## config.mk

```make
export PLATFORM = sky130hd
export DESIGN_NAME = eint_sense_ctrl
export DESIGN_NICKNAME = d
export VERILOG_FILES = /design/src/rtl/eint_pkg.sv /design/src/rtl/eint_sync.sv /design/src/rtl/eint_chan.sv /design/src/rtl/eint_sense_ctrl.sv
export SDC_FILE = /design/constraint.sdc
export NUM_CORES = 1
export LEC_CHECK = 0
export BUFFER_PORTS_ARGS = -buffer_cell sky130_fd_sc_hd__buf_2
export CAP_MARGIN = 20
export CORE_AREA = 5 5 47 49
export DETAILED_ROUTE_END_ITERATION = 6
export DIE_AREA = 0 0 52 54
export PLACE_DENSITY = 0.74
export SETUP_SLACK_MARGIN = 0.3
export SLEW_MARGIN = 20
export SYNTH_ARGS = -nofsm -noshare
export SYNTH_HDL_FRONTEND = slang
export SYNTH_HIERARCHICAL = 1
export SYNTH_SLANG_ARGS = --single-unit
```

## constraint.sdc

```tcl
create_clock -name clk -period 2.22 [get_ports clk]
set_input_delay 0.666 -clock clk [delete_from_list [all_inputs] [get_ports clk]]
set_output_delay 0.666 -clock clk [all_outputs]
set_load 0.02 [all_outputs]
```

## src/rtl/eint_pkg.sv

```systemverilog
package eint_pkg;
  typedef enum logic [1:0] {
    SENSE_LOW  = 2'b00,
    SENSE_ANY  = 2'b01,
    SENSE_FALL = 2'b10,
    SENSE_RISE = 2'b11
  } sense_e;

  localparam int unsigned NUM_CH = 3;
endpackage

```

## src/rtl/eint_sync.sv

```systemverilog
module eint_sync #(
  parameter int unsigned STAGES  = 2,
  parameter logic        RST_VAL = 1'b1
) (
  input  logic clk,
  input  logic rst,
  input  logic d_i,
  output logic q_o
);
  logic [STAGES-1:0] chain_q;

  always_ff @(posedge clk) begin
    if (rst) chain_q <= {STAGES{RST_VAL}};
    else     chain_q <= {chain_q[STAGES-2:0], d_i};
  end

  assign q_o = chain_q[STAGES-1];
endmodule

```

## src/rtl/eint_chan.sv

```systemverilog
module eint_chan
  import eint_pkg::*;
#(
  parameter bit   EDGE_ONLY = 1'b0,
  parameter logic IDLE_VAL  = 1'b1
) (
  input  logic       clk,
  input  logic       rst,
  input  logic       sync_i,
  input  logic [1:0] mode_i,
  input  logic       en_i,
  input  logic       clr_i,
  input  logic       ack_i,
  output logic       edge_o,
  output logic       flag_o,
  output logic       irq_o
);
  sense_e mode_eff;
  sense_e mode_q;
  logic   prev_q;
  logic   flag_q;
  logic   irq_q;
  logic   mode_chg;
  logic   hit;

  generate
    if (EDGE_ONLY) begin : g_edge_only
      assign mode_eff = sense_e'({1'b1, mode_i[0]});
    end else begin : g_full
      assign mode_eff = sense_e'(mode_i);
    end
  endgenerate

  assign mode_chg = (mode_eff != mode_q);

  always_comb begin
    hit = 1'b0;
    if (!mode_chg) begin
      unique case (mode_eff)
        SENSE_LOW:  hit = 1'b0;
        SENSE_ANY:  hit = sync_i ^ prev_q;
        SENSE_FALL: hit = prev_q & ~sync_i;
        SENSE_RISE: hit = sync_i & ~prev_q;
        default:    hit = 1'b0;
      endcase
    end
  end

  always_ff @(posedge clk) begin
    mode_q <= mode_eff;
    if (rst) begin
      prev_q <= IDLE_VAL;
      flag_q <= 1'b0;
      irq_q  <= 1'b0;
    end else begin
      prev_q <= sync_i;
      if (hit)                flag_q <= 1'b1;
      else if (clr_i | ack_i) flag_q <= 1'b0;
      if (mode_eff == SENSE_LOW) irq_q <= en_i & ~sync_i;
      else                       irq_q <= en_i & flag_q;
    end
  end

  assign edge_o = hit;
  assign flag_o = flag_q;
  assign irq_o  = irq_q;
endmodule

```

## src/rtl/eint_sense_ctrl.sv

```systemverilog
module eint_sense_ctrl
  import eint_pkg::*;
#(
  parameter int unsigned SYNC_STAGES = 2,
  parameter logic        PIN_IDLE    = 1'b1
) (
  input  logic       clk,
  input  logic       rst,
  input  logic [2:0] pin_i,
  input  logic [1:0] mode0_i,
  input  logic [1:0] mode1_i,
  input  logic       edge2_i,
  input  logic [2:0] mask_i,
  input  logic       gie_i,
  input  logic [2:0] flag_clr_i,
  input  logic [2:0] ack_i,
  output logic [2:0] flag_o,
  output logic [2:0] irq_o
);
  localparam int unsigned LAST_CH = NUM_CH - 1;

  logic [NUM_CH-1:0] pin_sync;
  logic [NUM_CH-1:0] edge_hit;
  logic [1:0]        mode_arr [NUM_CH];

  assign mode_arr[0] = mode0_i;
  assign mode_arr[1] = mode1_i;
  assign mode_arr[2] = {1'b1, edge2_i};

  for (genvar c = 0; c < NUM_CH; c++) begin : g_ch
    eint_sync #(
      .STAGES  (SYNC_STAGES),
      .RST_VAL (PIN_IDLE)
    ) u_sync (
      .clk (clk),
      .rst (rst),
      .d_i (pin_i[c]),
      .q_o (pin_sync[c])
    );

    eint_chan #(
      .EDGE_ONLY (c == LAST_CH),
      .IDLE_VAL  (PIN_IDLE)
    ) u_chan (
      .clk    (clk),
      .rst    (rst),
      .sync_i (pin_sync[c]),
      .mode_i (mode_arr[c]),
      .en_i   (gie_i & mask_i[c]),
      .clr_i  (flag_clr_i[c]),
      .ack_i  (ack_i[c]),
      .edge_o (edge_hit[c]),
      .flag_o (flag_o[c]),
      .irq_o  (irq_o[c])
    );
  end
endmodule

```

==> flow_summary_export.csv <==
group,metric,value,unit
run_status,status,"finished clean",
yosys,synthesis.nets,98,
placement,place_inst,126,
final_layout,final_common_cell,"buf_2",
final_layout,final_cells,130,
critical_path,crit_start,"g_ch[1].u_chan/flag_o",
clock_network,post_cts_resized,0,
critical_path,path_buf_inv,1,
placement,gp_congestion,0.7396,
critical_path,cp.required,1.55,ns
die,dieArea,2808,sq um
timing,worst_pin_slew,0.2953,ns
clock_network,post_cts_buffers,0,
critical_path,critPathSlowestCell,"dfxtp_1",
die,pin_count,26,
final_layout,layout_common_cells,"buf_2, dfxtp_1, inv_1",
critical_path,critical_path.top_delay_family,"flip-flops",
timing,rsz0062_at_grt,"false",
critical_path,rr_worst_depth,5,
clock_network,ctsHtreeMaxLevel,1,
placement,post-dp-hpwl,1009,um
flow_run,maxCapViolations,0,
final_layout,layout-drive-gt1-share,35.92,%
final_layout,nets,128,
yosys,netlist_area,777.0,sq um
worst_hold_path,hold_start,"g_ch[1].u_sync/chain_q[0]",
timing,setup_viol,0,
final_layout,num_antenna_cells,0,
routing,wl_per_cell,10.02,um
critical_path,worst_ep_arrival_time,0.85,ns
clock_network,clk_latency,0.29,ns
routing,drt_iter0_drc,3,
global_route,grt_pass1_wl,2125,um
global_route,grt-ovfl-total,0,
pwr,vdd_drop_max,0.5154,mV
clock_network,cts_buffers,3,
placement,postPlaceCellArea,935.9,sq um
routing,vias,585,
critical_path,crit_chain,"buf_2",
timing,fin_crit_sh,68.10,%
final_layout,fin_area,972.2,sq um
critical_path,regToRegSetupSlack,0.88,ns
die,die-height,54,um
clock_network,clock_path_buffers,2,
worst_hold_path,hold_depth,1,
routing,routed_via_density,4.500,
timing,fin_tns_setup,0,ns
worst_hold_path,hold_class,"register to register",
timing,relSlewSlack,80.26,%
placement,dpl_worst_slack,0.6951,ns
critical_path,crit_path_end_kind,"output port",
yosys,synthCells,74,
yosys,syn_area_per_cell,10.50,sq um
timing,clock_skew,0.004868,ns
global_route,grt_max_degree,16,
timing,hold_ws,0.4155,ns
pwr,p_per_area,653.2,nW/um^2
critical_path,timing.rr.end,"g_ch[0].u_chan/flag_o",
die,core_area,1822,sq um
critical_path,start_kind,"register",
timing,setup_slack,0.7082,ns
clock_network,cts_hold_buffers,0,
routing,drc,0,
pwr,leakage,0.4660,nW
die,rows,16,
global_route,grt_pass1_vias,518,
die,chipWidth,52,um
yosys,yosys_warnings,6,
clock_network,root_buffer,"clkbuf_4",
critical_path,crit_type,"register to output port",
critical_path,crit_fanout,4,
global_route,antenna_found_initial,0,
clock_network,clock-sinks,20,
clock_network,cts_tree,"built",
placement,portBuffers,25,
timing,drv_slew,0,
final_layout,area_growth,25.12,%
critical_path,cpPeakStageDelay,0.38,ns
timing,hold_viol_final,0,
routing,wl,1303,um
final_layout,final_core_util,53.37,%
worst_hold_path,min_to,"g_ch[1].u_sync/chain_q[1]",
timing,fmax,661.5,MHz
global_route,track_usage,10.57,%
pwr,p_total,635.0,uW
die,initial_core_util,42.65,%
timing,min_period,1.512,ns
critical_path,reg2reg_from,"g_ch[0].u_sync/chain_q[1]",
routing,ant_nets,0,
clock_network,path_clk_slew,0.11,ns
routing,drtPass1Iterations,3,
worst max path at each step:
stage                             to  slack (ns)  depth (start not counted)
2_1_floorplan  g_ch[2].u_chan/flag_o        0.83                          2
6_report                   flag_o[1]        0.71                          1
4_1_cts                    flag_o[1]        0.68                          1
5_1_grt                    flag_o[1]        0.64                          1
3_3_place_gp   g_ch[2].u_chan/flag_o        0.71                          3
3_5_place_dp   g_ch[2].u_chan/flag_o        0.70                          3
registers in the layout, indices dropped and copies added, names as in the netlist:
name and flops:
g_ch.u_chan/flag_o 3, g_ch.u_chan/irq_o 3, g_ch.u_chan/mode_q 5, g_ch.u_chan/prev_q 3, g_ch.u_sync/chain_q 6
worst register-to-register path: stages, from the launching register on:
cell and delay (ns):
dfxtp_1 0.38, inv_1 0.06, ha_1 0.29, and4bb_1 0.25, nor4_1 0.05, a311oi_1 0.23
area by class of cell:
type / count / area, sq um
fill: 177 / 849.6
sequential: 20 / 400.4
multi-input combinational: 46 / 346.6
timing repair buffer: 25 / 125.1
clock buffer: 4 / 36.28
tap: 27 / 33.78
inverter: 8 / 30.03
report_power, final:
part / leakage [nW] / switching (mW) / internal, mW
registers: 0.165 / 0.00641 / 0.372
clock network: 0.0210 / 0.103 / 0.0999
logic: 0.280 / 0.0250 / 0.0283
total: 0.466 / 0.134 / 0.501
metal layers:
layer  global-route usage, %  wire length (um)  part of all wire [%]  vias to the layer above
met2                   15.06               590                    45                       16
met1                   13.23               603                    46                      254
met5                       0                 0                     0                        -
met4                   6.987                12                  0.92                        0
met3                   3.878                97                   7.4                        2
li1                        -                 -                     -                      313
Power figures use the tool's default switching activity.
